**config.mk**
```make
export PLATFORM = sky130hd
export DESIGN_NAME = edid_mbox_reader
export DESIGN_NICKNAME = d
export VERILOG_FILES = /design/src/rtl/edid_mbox_pkg.sv /design/src/rtl/edid_mbox_datapath.sv /design/src/rtl/edid_mbox_control.sv /design/src/rtl/edid_mbox_reader.sv
export SDC_FILE = /design/constraint.sdc
export NUM_CORES = 1
export LEC_CHECK = 0
export BUFFER_PORTS_ARGS = -buffer_cell sky130_fd_sc_hd__buf_2
export CORE_MARGIN = 4
export CORE_UTILIZATION = 62
export CTS_CLUSTER_SIZE = 8
export DETAILED_ROUTE_END_ITERATION = 8
export PLACE_DENSITY_LB_ADDON = 0.08
export SLEW_MARGIN = 25
export SYNTH_ARGS = -nofsm -noshare
export SYNTH_HDL_FRONTEND = slang
export SYNTH_SLANG_ARGS = --single-unit
```
**constraint.sdc**
```tcl
create_clock -name clk -period 5.5 [get_ports clk]
set_input_delay 0.55 -clock clk [delete_from_list [all_inputs] [get_ports clk]]
set_output_delay 0.55 -clock clk [all_outputs]
set_load 0.1 [all_outputs]
```
**src/rtl/edid_mbox_pkg.sv**
```systemverilog
package edid_mbox_pkg;
  localparam int ADDR_W = 3;
  localparam logic [ADDR_W-1:0] A_STAT  = 3'd0;
  localparam logic [ADDR_W-1:0] A_CTRL  = 3'd1;
  localparam logic [ADDR_W-1:0] A_PTR   = 3'd2;
  localparam logic [ADDR_W-1:0] A_ECHO  = 3'd3;
  localparam logic [ADDR_W-1:0] A_DATA0 = 3'd4;
  localparam int ECHO_VALID_BIT = 7;
  localparam int ECHO_PTR_W = 6;

  typedef enum logic [2:0] {
    ERR_NONE      = 3'd0,
    ERR_NO_FW     = 3'd1,
    ERR_NO_LINK   = 3'd2,
    ERR_NO_PLUG   = 3'd3,
    ERR_NOT_DONE  = 3'd4,
    ERR_RETRY     = 3'd5,
    ERR_LINK_LOST = 3'd6
  } err_e;

  typedef struct packed {
    logic clrWord;
    logic incWord;
    logic clrByte;
    logic incByte;
    logic clrRetry;
    logic incRetry;
    logic loadDelay;
    logic countDelay;
    logic capture;
  } strobe_t;
endpackage

```
**src/rtl/edid_mbox_datapath.sv**
```systemverilog
module edid_mbox_datapath
  import edid_mbox_pkg::*;
#(
  parameter int WORDS = 32,
  parameter int BPW = 4,
  parameter int MAX_RETRY = 200,
  localparam int WORD_W = $clog2(WORDS),
  localparam int BSEL_W = $clog2(BPW),
  localparam int IDX_W = $clog2(WORDS * BPW),
  localparam int RETRY_W = $clog2(MAX_RETRY + 2)
) (
  input  logic              clk,
  input  logic              rstN,
  input  strobe_t           stb,
  input  logic              msTick,
  input  logic [7:0]        rdData,
  output logic [WORD_W-1:0] wordIdx,
  output logic [BSEL_W-1:0] byteSel,
  output logic              lastWord,
  output logic              lastByte,
  output logic              retryAtMax,
  output logic              delayDone,
  output logic              echoOk,
  output logic              outValid,
  output logic [7:0]        outData,
  output logic [IDX_W-1:0]  outIdx
);
  logic [RETRY_W-1:0] retryCnt;
  logic [RETRY_W-1:0] delayCnt;
  logic [7:0] heldByte;
  logic tailLow, tailHigh;

  assign lastWord   = (wordIdx == WORD_W'(WORDS - 1));
  assign lastByte   = (byteSel == BSEL_W'(BPW - 1));
  assign retryAtMax = (retryCnt == RETRY_W'(MAX_RETRY));
  assign delayDone  = stb.countDelay && msTick && (delayCnt == RETRY_W'(1));
  assign echoOk     = rdData[ECHO_VALID_BIT] &&
                      (rdData[ECHO_PTR_W-1:0] == ECHO_PTR_W'(wordIdx));
  assign tailLow    = lastWord && (byteSel == BSEL_W'(BPW - 2));
  assign tailHigh   = lastWord && lastByte;

  always_ff @(posedge clk) begin
    if (!rstN) begin
      wordIdx  <= '0;
      byteSel  <= '0;
      retryCnt <= '0;
      delayCnt <= '0;
    end else begin
      if (stb.clrWord)      wordIdx <= '0;
      else if (stb.incWord) wordIdx <= wordIdx + 1'b1;
      if (stb.clrByte)      byteSel <= '0;
      else if (stb.incByte) byteSel <= byteSel + 1'b1;
      if (stb.clrRetry)      retryCnt <= '0;
      else if (stb.incRetry) retryCnt <= retryCnt + 1'b1;
      if (stb.loadDelay)                    delayCnt <= retryCnt + 1'b1;
      else if (stb.countDelay && msTick)    delayCnt <= delayCnt - 1'b1;
    end
  end

  always_ff @(posedge clk) begin
    if (!rstN) begin
      outValid <= 1'b0;
      outData  <= '0;
      outIdx   <= '0;
      heldByte <= '0;
    end else begin
      outValid <= stb.capture;
      if (stb.capture) begin
        outIdx <= IDX_W'(wordIdx * BPW) + IDX_W'(byteSel);
        if (tailLow) begin
          heldByte <= rdData;
          outData  <= 8'd0;
        end else if (tailHigh) begin
          outData <= rdData + heldByte;
        end else begin
          outData <= rdData;
        end
      end
    end
  end

  logic [IDX_W-1:0] prevIdx;
  always_ff @(posedge clk) begin
    if (!rstN) prevIdx <= '0;
    else if (outValid) prevIdx <= outIdx;
  end

  AST_RETRY_BOUND: assert property (@(posedge clk) disable iff (!rstN)
    retryCnt <= RETRY_W'(MAX_RETRY));
  AST_INDEX_ORDER: assert property (@(posedge clk) disable iff (!rstN)
    (outValid && outIdx != '0) |-> (outIdx == prevIdx + 1'b1));
endmodule

```
**src/rtl/edid_mbox_control.sv**
```systemverilog
module edid_mbox_control
  import edid_mbox_pkg::*;
#(
  parameter int WORDS = 32,
  parameter int BPW = 4,
  localparam int WORD_W = $clog2(WORDS),
  localparam int BSEL_W = $clog2(BPW)
) (
  input  logic              clk,
  input  logic              rstN,
  input  logic              startPulse,
  input  logic [7:0]        regRdData,
  input  logic [WORD_W-1:0] wordIdx,
  input  logic [BSEL_W-1:0] byteSel,
  input  logic              lastWord,
  input  logic              lastByte,
  input  logic              retryAtMax,
  input  logic              delayDone,
  input  logic              echoOk,
  output strobe_t           stb,
  output logic [ADDR_W-1:0] regAddr,
  output logic              regRdEn,
  output logic              regWrEn,
  output logic [7:0]        regWrData,
  output logic              busy,
  output logic              donePulse,
  output logic              errPulse,
  output logic [2:0]        errCode
);
  typedef enum logic [3:0] {
    S_IDLE, S_RD_STAT, S_CK_STAT, S_RD_CTRL, S_CK_CTRL, S_CLR,
    S_WR_PTR, S_RD_ECHO, S_CK_ECHO, S_WAIT, S_RD_LINK, S_CK_LINK,
    S_RD_BYTE, S_CK_BYTE, S_FIN, S_ABORT
  } state_e;

  state_e state, stateN;
  logic finOk, errFire, errLoad, accept;
  err_e errLoadVal;
  logic linkHealthy;

  assign busy = (state != S_IDLE);
  assign accept = (state == S_IDLE) && startPulse;
  assign linkHealthy = regRdData[0] && regRdData[1] && regRdData[2];

  always_comb begin
    stateN = state;
    stb = '0;
    regAddr = A_STAT;
    regRdEn = 1'b0;
    regWrEn = 1'b0;
    regWrData = 8'd0;
    finOk = 1'b0;
    errFire = 1'b0;
    errLoad = 1'b0;
    errLoadVal = ERR_NONE;
    unique case (state)
      S_IDLE: if (startPulse) stateN = S_RD_STAT;
      S_RD_STAT: begin
        regRdEn = 1'b1;
        stateN = S_CK_STAT;
      end
      S_CK_STAT: begin
        if (!regRdData[0]) begin
          errLoad = 1'b1; errLoadVal = ERR_NO_FW; errFire = 1'b1; stateN = S_IDLE;
        end else if (!regRdData[1]) begin
          errLoad = 1'b1; errLoadVal = ERR_NO_LINK; errFire = 1'b1; stateN = S_IDLE;
        end else if (!regRdData[2]) begin
          errLoad = 1'b1; errLoadVal = ERR_NO_PLUG; errFire = 1'b1; stateN = S_IDLE;
        end else begin
          stateN = S_RD_CTRL;
        end
      end
      S_RD_CTRL: begin
        regAddr = A_CTRL;
        regRdEn = 1'b1;
        stateN = S_CK_CTRL;
      end
      S_CK_CTRL: begin
        if (!regRdData[0]) begin
          errLoad = 1'b1; errLoadVal = ERR_NOT_DONE; errFire = 1'b1; stateN = S_IDLE;
        end else begin
          stateN = S_CLR;
        end
      end
      S_CLR: begin
        regAddr = A_CTRL;
        regWrEn = 1'b1;
        regWrData = 8'd0;
        stb.clrWord = 1'b1;
        stb.clrByte = 1'b1;
        stateN = S_WR_PTR;
      end
      S_WR_PTR: begin
        regAddr = A_PTR;
        regWrEn = 1'b1;
        regWrData = 8'(wordIdx);
        stb.clrRetry = 1'b1;
        stateN = S_RD_ECHO;
      end
      S_RD_ECHO: begin
        regAddr = A_ECHO;
        regRdEn = 1'b1;
        stateN = S_CK_ECHO;
      end
      S_CK_ECHO: begin
        if (echoOk) begin
          stateN = S_RD_BYTE;
        end else begin
          stb.loadDelay = 1'b1;
          stateN = S_WAIT;
        end
      end
      S_WAIT: begin
        stb.countDelay = 1'b1;
        if (delayDone) stateN = S_RD_LINK;
      end
      S_RD_LINK: begin
        regRdEn = 1'b1;
        stateN = S_CK_LINK;
      end
      S_CK_LINK: begin
        if (!linkHealthy) begin
          errLoad = 1'b1; errLoadVal = ERR_LINK_LOST; stateN = S_ABORT;
        end else if (retryAtMax) begin
          errLoad = 1'b1; errLoadVal = ERR_RETRY; stateN = S_ABORT;
        end else begin
          stb.incRetry = 1'b1;
          stateN = S_RD_ECHO;
        end
      end
      S_RD_BYTE: begin
        regAddr = ADDR_W'(A_DATA0 + ADDR_W'(byteSel));
        regRdEn = 1'b1;
        stateN = S_CK_BYTE;
      end
      S_CK_BYTE: begin
        stb.capture = 1'b1;
        if (lastByte) begin
          stb.clrByte = 1'b1;
          if (lastWord) begin
            stateN = S_FIN;
          end else begin
            stb.incWord = 1'b1;
            stateN = S_WR_PTR;
          end
        end else begin
          stb.incByte = 1'b1;
          stateN = S_RD_BYTE;
        end
      end
      S_FIN: begin
        regAddr = A_CTRL;
        regWrEn = 1'b1;
        regWrData = 8'd1;
        finOk = 1'b1;
        stateN = S_IDLE;
      end
      S_ABORT: begin
        regAddr = A_CTRL;
        regWrEn = 1'b1;
        regWrData = 8'd1;
        errFire = 1'b1;
        stateN = S_IDLE;
      end
      default: stateN = S_IDLE;
    endcase
  end

  always_ff @(posedge clk) begin
    if (!rstN) begin
      state <= S_IDLE;
      donePulse <= 1'b0;
      errPulse <= 1'b0;
      errCode <= ERR_NONE;
    end else begin
      state <= stateN;
      donePulse <= finOk;
      errPulse <= errFire;
      if (accept) errCode <= ERR_NONE;
      else if (errLoad) errCode <= errLoadVal;
    end
  end

  AST_START_IGNORED: assert property (@(posedge clk) disable iff (!rstN)
    (busy && startPulse) |=> (state != S_RD_STAT));
  AST_ERR_HAS_CODE: assert property (@(posedge clk) disable iff (!rstN)
    errPulse |-> (errCode != ERR_NONE));
  AST_DONE_SETS_FLAG: assert property (@(posedge clk) disable iff (!rstN)
    donePulse |-> $past(regWrEn && regAddr == A_CTRL && regWrData[0]));
  AST_PTR_LEGAL: assert property (@(posedge clk) disable iff (!rstN)
    (regWrEn && regAddr == A_PTR) |-> (regWrData < 8'(WORDS)));
  AST_SINGLE_OUTCOME: assert property (@(posedge clk) disable iff (!rstN)
    !(donePulse && errPulse));
endmodule

```
**src/rtl/edid_mbox_reader.sv**
```systemverilog
module edid_mbox_reader
  import edid_mbox_pkg::*;
#(
  parameter int WORDS = 32,
  parameter int BPW = 4,
  parameter int MAX_RETRY = 200,
  localparam int WORD_W = $clog2(WORDS),
  localparam int BSEL_W = $clog2(BPW),
  localparam int IDX_W = $clog2(WORDS * BPW)
) (
  input  logic             clk,
  input  logic             rstN,
  input  logic             startPulse,
  input  logic             msTick,
  output logic [2:0]       regAddr,
  output logic             regRdEn,
  output logic             regWrEn,
  output logic [7:0]       regWrData,
  input  logic [7:0]       regRdData,
  output logic             byteValid,
  output logic [7:0]       byteData,
  output logic [IDX_W-1:0] byteIndex,
  output logic             busy,
  output logic             donePulse,
  output logic             errPulse,
  output logic [2:0]       errCode
);
  strobe_t stb;
  logic [WORD_W-1:0] wordIdx;
  logic [BSEL_W-1:0] byteSel;
  logic lastWord, lastByte, retryAtMax, delayDone, echoOk;

  edid_mbox_control #(.WORDS(WORDS), .BPW(BPW)) u_ctl (
    .clk(clk), .rstN(rstN), .startPulse(startPulse), .regRdData(regRdData),
    .wordIdx(wordIdx), .byteSel(byteSel), .lastWord(lastWord), .lastByte(lastByte),
    .retryAtMax(retryAtMax), .delayDone(delayDone), .echoOk(echoOk), .stb(stb),
    .regAddr(regAddr), .regRdEn(regRdEn), .regWrEn(regWrEn), .regWrData(regWrData),
    .busy(busy), .donePulse(donePulse), .errPulse(errPulse), .errCode(errCode)
  );

  edid_mbox_datapath #(.WORDS(WORDS), .BPW(BPW), .MAX_RETRY(MAX_RETRY)) u_dp (
    .clk(clk), .rstN(rstN), .stb(stb), .msTick(msTick), .rdData(regRdData),
    .wordIdx(wordIdx), .byteSel(byteSel), .lastWord(lastWord), .lastByte(lastByte),
    .retryAtMax(retryAtMax), .delayDone(delayDone), .echoOk(echoOk),
    .outValid(byteValid), .outData(byteData), .outIdx(byteIndex)
  );
endmodule

```
==> summary.md, run 1 <==
| Metric | Value |
|---|---|
| Routability cong. | `0.880` |
| Final Setup Violations | `0` |
| Grt ovf | `0` |
| Syn. warnings | `0` |
| Critical path required time | `4.95 ns` |
| Arr. time, crit path | `2.21 ns` |
| Met1 Use GR | `35.3%` |
| Fin crit share | `50.1%` |
| Main synth FF type | `dfxtp_1` |
| I/O pin count | `47` |
| Yosys cell types | `60` |
| CP Max Fanout | `21` |
| Synth Instances | `426` |
| Area added between synthesis and finish | `9.14%` |
| Mapped Avg Cell Area | `8.10 um^2` |
| P_sw | `0.000188 W` |
| Worst flop-to-flop path startpoint | `u_ctl.state[0]` |
| R2R Setup Slk | `2.97 ns` |
| DR DRC count | `0` |
| Clock share of power | `39.5%` |
| GRT Resource Usage Total | `25.4%` |
| Leakage | `1.61 nW` |
| Post-synth top area cell | `dfxtp_1` |
| Hold Slack | `0.474 ns` |
| Post-Route Setup TNS | `0 ns` |
| Vias in the first global route | `2933` |
| VDD IR max | `0.000173 V` |
| Min Tclk post-route | `2.76 ns` |
| Port bufs | `43` |
| Reg2reg end | `u_dp.outData[6]` |
| Worst hold stages | `2` |
| Seq pwr share | `51.9%` |
| Top cells by area, synth | `dfxtp_1 32%, nand2_1 6.4%, ha_1 5.4%` |
| Final Hold Vio Count | `0` |
| Sw frac | `23.7%` |
| Num CTS Buffers | `5` |
| Die H | `82.6 um` |
| First-pass GRT wire length | `13600 um` |
| Multi-input gate area | `0.00215 mm^2` |
| Final Max Slew Viols | `0` |
| Seq/Total Area, Yosys | `32.5%` |
| Layout cells sized above 1 | `13.5%` |
| Async set-reset flop share out of synthesis | `0%` |
| RSZ-0062 raised after global routing | `false` |
| Logic pwr share | `8.6%` |
| Actual slew at the worst max-slew pin | `0.936 ns` |
| Slew headroom | `37.1%` |
| Initial Utilization | `65.9%` |
| EDFF count, synth | `0` |
| Cell Area, Placed | `0.00364 mm^2` |
| CTS tree | `built` |
| Filler instances | `424` |
| CTS Hold Buffers Added | `0` |
| CP endpoint kind | `output port` |
| Final ANT Viol Nets | `0` |
| Max cap viols | `0` |
| Clk sinks | `56` |
| Crit Path Category | `reg2out` |
| Post-CTS sizing | `0` |
| Setup Buffers After CTS | `0` |
| Most instantiated cells after synthesis | `59 x nand2_1, 56 x dfxtp_1, 35 x nor2_1, 23 x o21ai_0, 19 x a21oi_1` |
| Gr busiest metal | `met2` |
| Row Count | `26` |
| Worst Hold End | `u_dp.outIdx[0]` |
| Die Width | `82.6 um` |
| CTS H-tree lvls | `2` |
| Die Area | `0.00682 mm^2` |
| Top-count cell post-synth | `nand2_1` |
| Core ar. | `0.00524 mm^2` |
| Routed WL per cell | `15.8 um` |
| Register area | `0.00112 mm^2` |
| Global routing met3 resource utilization | `4.34%` |
| Power per cell area | `210 mW/mm^2` |
| Detailed Place HPWL | `5790 um` |
| Synth top area share | `32.5%` |
| TritonRoute pass-1 iters | `6` |
| N_diodes | `0` |
| Max Clock Skew | `0.0118 ns` |
| Hold Path Origin | `u_dp.outIdx[0]` |
| Seq cells post-synth | `56` |
| Power Internal | `0.000603 W` |
| Cell area after layout | `0.00376 mm^2` |
| F_max | `0.363 GHz` |
| Run status | `completed` |
| R2R depth | `4` |
| Largest net degree at the start of global routing | `49` |
| Post-Syn Area | `0.00345 mm^2` |
| Initial DRC Count | `397` |
| Net count reported at finish | `479` |
| Antenna violations before repair | `0` |
| Clock tree buffer depth | `2` |
| Vias per std cell | `6.08` |
| Met2 GRT Util | `40.9%` |
| Clk_lat worst skew | `0.31 ns` |
| Worst setup SP type | `flip-flop` |
| Hold Path Class | `reg2reg` |
| Clock root buffer | `clkbuf_8` |
| Clock-pin transition on the worst setup and hold timing paths | `0.09 ns` |
| Via Count | `3167` |
| Total Routed Length | `8250 um` |
-- flip-flops by register name (all words and copies together) (netlist names) --
signal / count
u_ctl.donePulse: 1
u_ctl.errCode: 3
u_ctl.errPulse: 1
u_ctl.state: 4
u_dp.byteSel: 2
u_dp.delayCnt: 8
u_dp.heldByte: 8
u_dp.outData: 8
u_dp.outIdx: 7
u_dp.outValid: 1
u_dp.retryCnt: 8
u_dp.wordIdx: 5
-- layout by cell type, fill, tap and decap left out, types with 10 or more instances in the layout --
cell,instances
a21boi_0,16
a21oi_1,19
buf_2,43
dfxtp_1,56
ha_1,15
inv_1,16
nand2_1,59
nand3_1,10
nor2_1,35
nor2b_1,10
nor3_1,12
o21ai_0,23
xnor2_1,13
xor2_1,16
-- worst max-delay path: stages (launching register included) --
cell and delay, ns:
dfxtp_1 0.78, inv_1 0.16, nor2_1 0.24, xnor2_1 0.15, and2_1 0.14, buf_2 0.43
-- cells by family after synthesis --
| group | count (synthesis) | synth area share (%) |
|---|---|---|
| other cells | 1 | 0.109 |
| compound gates | 102 | 21.4 |
| fa+ha+maj | 16 | 6.02 |
| buf+inv | 44 | 5.44 |
| flops | 56 | 32.5 |
| mux | 5 | 1.49 |
| xor+xnor | 29 | 7.36 |
| simple gates | 173 | 25.7 |
-- layer usage --
metal,vias to the layer above,wire length (um)
met5,-,0
met3,9,694
met4,0,98
met1,1468,3860
met2,145,3600
li1,1545,-
-- worst max path at each step --
stage | from | end
3_5_place_dp | u_ctl.state[0] | u_dp.outData[6]
4_1_cts | u_ctl.state[0] | regWrEn
2_1_floorplan | u_ctl.state[3] | regAddr[2]
5_1_grt | u_ctl.state[0] | regWrEn
3_3_place_gp | regRdData[2] | u_dp.outData[7]
6_report | u_ctl.state[0] | regWrEn
-- layout make-up --
cell class,instances,area share (%)
Clock inverter,2,1.60
Multi-Input combinational cell,328,57.1
Clock buffer,5,1.83
Tap cell,70,2.33
Timing Repair Buffer,43,5.72
Inverter,17,1.69
Sequential cell,56,29.8
-- power groups by stage --
| stage | logic, W | registers, W | clock network (W) |
|---|---|---|---|
| 6_report | 0.0000678 | 0.000410 | 0.000312 |
| 5_1_grt | 0.0000723 | 0.000411 | 0.000333 |
| 4_1_cts | 0.0000667 | 0.000410 | 0.000318 |
| 3_5_place_dp | 0.0000665 | 0.000420 | 0 |
| 3_3_place_gp | 0.0000663 | 0.000419 | 0 |
| 2_1_floorplan | 0.0000555 | 0.000417 | 0 |
-- through the flow --
stage                     total power, W  utilization (%)  std cells  setup slack (ns)
after floorplan                 0.000472                -        428              1.92
after global placement          0.000486             69.4        514              3.11
after detailed placement        0.000486             69.4        514              3.04
after CTS                       0.000795             71.9        521              2.76
after global routing            0.000816             71.9        521              2.59
final                           0.000790             71.9        521              2.74
Power figures use the tool's default switching activity.
==> inputs of run 2 (changes only) <==
Settings changed: CORE_UTILIZATION 62 to 58.
Clock period 5.5 ns to 2.8 ns, I/O delays scaled along.
==> run 2 against run 1 <==
The run now ends with design-rule violations left; via count decreased by 1.5%; critical path depth is the same; setup slack worse by 2.4 ns; combinational power rose by 100%; non-clock buffer count increased by 6; critical path type unchanged; critical endpoint is now regAddr[0]; highest routed layer unchanged.
==> summary.md, run 2 (synthesized netlist as in run 1, its figures left out) <==
| Metric | Value |
|---|---|
| Port bufs | `43` |
| VDD IR max | `0.000229 V` |
| Most frequent cells in the layout | `59 x nand2_1, 56 x dfxtp_1, 43 x buf_2, 35 x nor2_1, 23 x o21ai_0` |
| Min Tclk post-route | `2.47 ns` |
| Core ar. | `0.00564 mm^2` |
| CTS H-tree lvls | `2` |
| Worst flop-to-flop path startpoint | `u_dp.wordIdx[0]` |
| Metal-1 WL | `3850 um` |
| Num CTS Buffers | `5` |
| Arr. time, crit path | `2.19 ns` |
| Critical-path cell list | `inv_1 > o21ai_0 > a21oi_1 > o22ai_1 > buf_2` |
| Cell Area, Placed | `0.00369 mm^2` |
| Crit Path Category | `reg2out` |
| Met3 wire len | `584 um` |
| Reg2reg end | `u_dp.outData[7]` |
| Via Count | `3118` |
| N_diodes | `0` |
| RSZ-0062 raised after global routing | `false` |
| CP Max Fanout | `19` |
| CP endpoint kind | `output port` |
| Hold Slack | `0.240 ns` |
| Highest routed layer | `met4` |
| Die H | `85.1 um` |
| Clock tree buffer depth | `2` |
| DR DRC count | `3` |
| Largest net degree at the start of global routing | `49` |
| Commonest non-fill, non-tap cell in the layout | `nand2_1` |
| Die Width | `85.1 um` |
| Antenna violations before repair | `0` |
| Initial Utilization | `61.1%` |
| Row Count | `27` |
| Routed WL per cell | `15.3 um` |
| Power Internal | `0.00110 W` |
| CP peak stage delay | `0.76 ns` |
| # placed instances | `522` |
| Post-Route Setup TNS | `0 ns` |
| Worst hold stages | `3` |
| Fin cells | `530` |
| Worst setup SP type | `flip-flop` |
| CTS Hold Buffers Added | `0` |
| R2R depth | `8` |
| Actual slew at the worst max-slew pin | `0.761 ns` |
| Cell area after layout | `0.00380 mm^2` |
| Final Setup Violations | `0` |
| Critical path required time | `2.52 ns` |
| TritonRoute pass-1 iters | `9` |
| CTS tree | `built` |
| Area added between synthesis and finish | `10.3%` |
| Max cap viols | `0` |
| Routability cong. | `0.869` |
| Run status | `finished with violations` |
| First-pass GRT wire length | `13700 um` |
| R2R Setup Slk | `0.49 ns` |
| Logic pwr share | `9.2%` |
| Total Routed Length | `8090 um` |
| Post-CTS sizing | `0` |
| Clock share of power | `37.0%` |
| Slew headroom | `49.3%` |
| Clk sinks | `56` |
| Detailed Place HPWL | `5880 um` |
| Vias per std cell | `5.88` |
| Sw frac | `26.3%` |
| Grt ovf | `0` |
| I/O pin count | `47` |
| Failing checks | `design-rule violations` |
| Hold Path Origin | `regRdData[6]` |
| Layout cells sized above 1 | `15.1%` |
| Worst path slowest cell | `dfxtp_1` |
| Leakage | `1.64 nW` |
| Final ANT Viol Nets | `0` |
| F_max | `0.405 GHz` |
| Detailed-routed wire length on met2 | `3570 um` |
| Die Area | `0.00725 mm^2` |
| Net count reported at finish | `485` |
| Fin crit share | `88.3%` |
| Clock root buffer | `clkbuf_8` |
| Worst Hold End | `u_dp.heldByte[6]` |
| P_sw | `0.000393 W` |
| Setup Buffers After CTS | `0` |
| Vias in the first global route | `2846` |
| Final Max Slew Viols | `0` |
| GRT Resource Usage Total | `22.8%` |
| Clk_lat worst skew | `0.31 ns` |
| Final Hold Vio Count | `0` |
| Seq pwr share | `53.8%` |
| Power per cell area | `394 mW/mm^2` |
| Hold Path Class | `in2reg` |
| Clock-pin transition on the worst setup and hold timing paths | `0.11 ns` |
| Initial DRC Count | `211` |
| Max Clock Skew | `0.00706 ns` |
[run 2: area by class of cell]
cell class	count	area, um^2
multi-input combinational	328	2150
fill	478	1840
sequential	56	1120
timing repair buffer	49	260
tap	72	90.1
clock buffer	5	68.8
inverter	17	63.8
clock inverter	3	47.5
[run 2: layer usage]
| layer | global-route usage, % | up-vias |
|---|---|---|
| met5 | 0 | - |
| met1 | 33.4 | 1434 |
| met4 | 4.75 | 0 |
| met3 | 3.98 | 13 |
| li1 | - | 1554 |
| met2 | 35.0 | 117 |
[run 2: power groups by stage]
stage                     sequential [W]  combinational (W)  clock, W
after CTS                       0.000805           0.000137  0.000567
final                           0.000806           0.000138  0.000554
after floorplan                 0.000819           0.000109         0
after detailed placement        0.000824           0.000137         0
after global routing            0.000806           0.000148  0.000604
after global placement          0.000824           0.000136         0
[run 2: stage by stage]
stage	worst slack, ns	total power, W	util (%)
2_1_floorplan	-0.283	0.000928	-
3_3_place_gp	0.611	0.000959	65.4
3_5_place_dp	0.547	0.000960	65.4
4_1_cts	0.385	0.00151	67.4
5_1_grt	0.179	0.00156	67.4
6_report	0.328	0.00150	67.4
[run 2: how the worst max path moves through the flow]
stage | depth (start not counted) | end | slack (ns) | start
4_1_cts | 5 | regAddr[0] | 0.38 | u_ctl.state[1]
6_report | 5 | regAddr[0] | 0.33 | u_ctl.state[1]
3_5_place_dp | 8 | u_dp.outData[7] | 0.55 | u_dp.wordIdx[0]
2_1_floorplan | 4 | regWrData[1] | -0.28 | u_ctl.state[0]
3_3_place_gp | 6 | u_dp.outData[7] | 0.61 | u_ctl.state[1]
5_1_grt | 5 | regAddr[0] | 0.18 | u_ctl.state[1]
[run 2: critical path: cells and delay by family, from the launching register on]
family	cells	cell delay [ns]
AOI/OAI and AO/OA	3	0.36
buffers and inverters	2	0.76
DFF	1	0.76
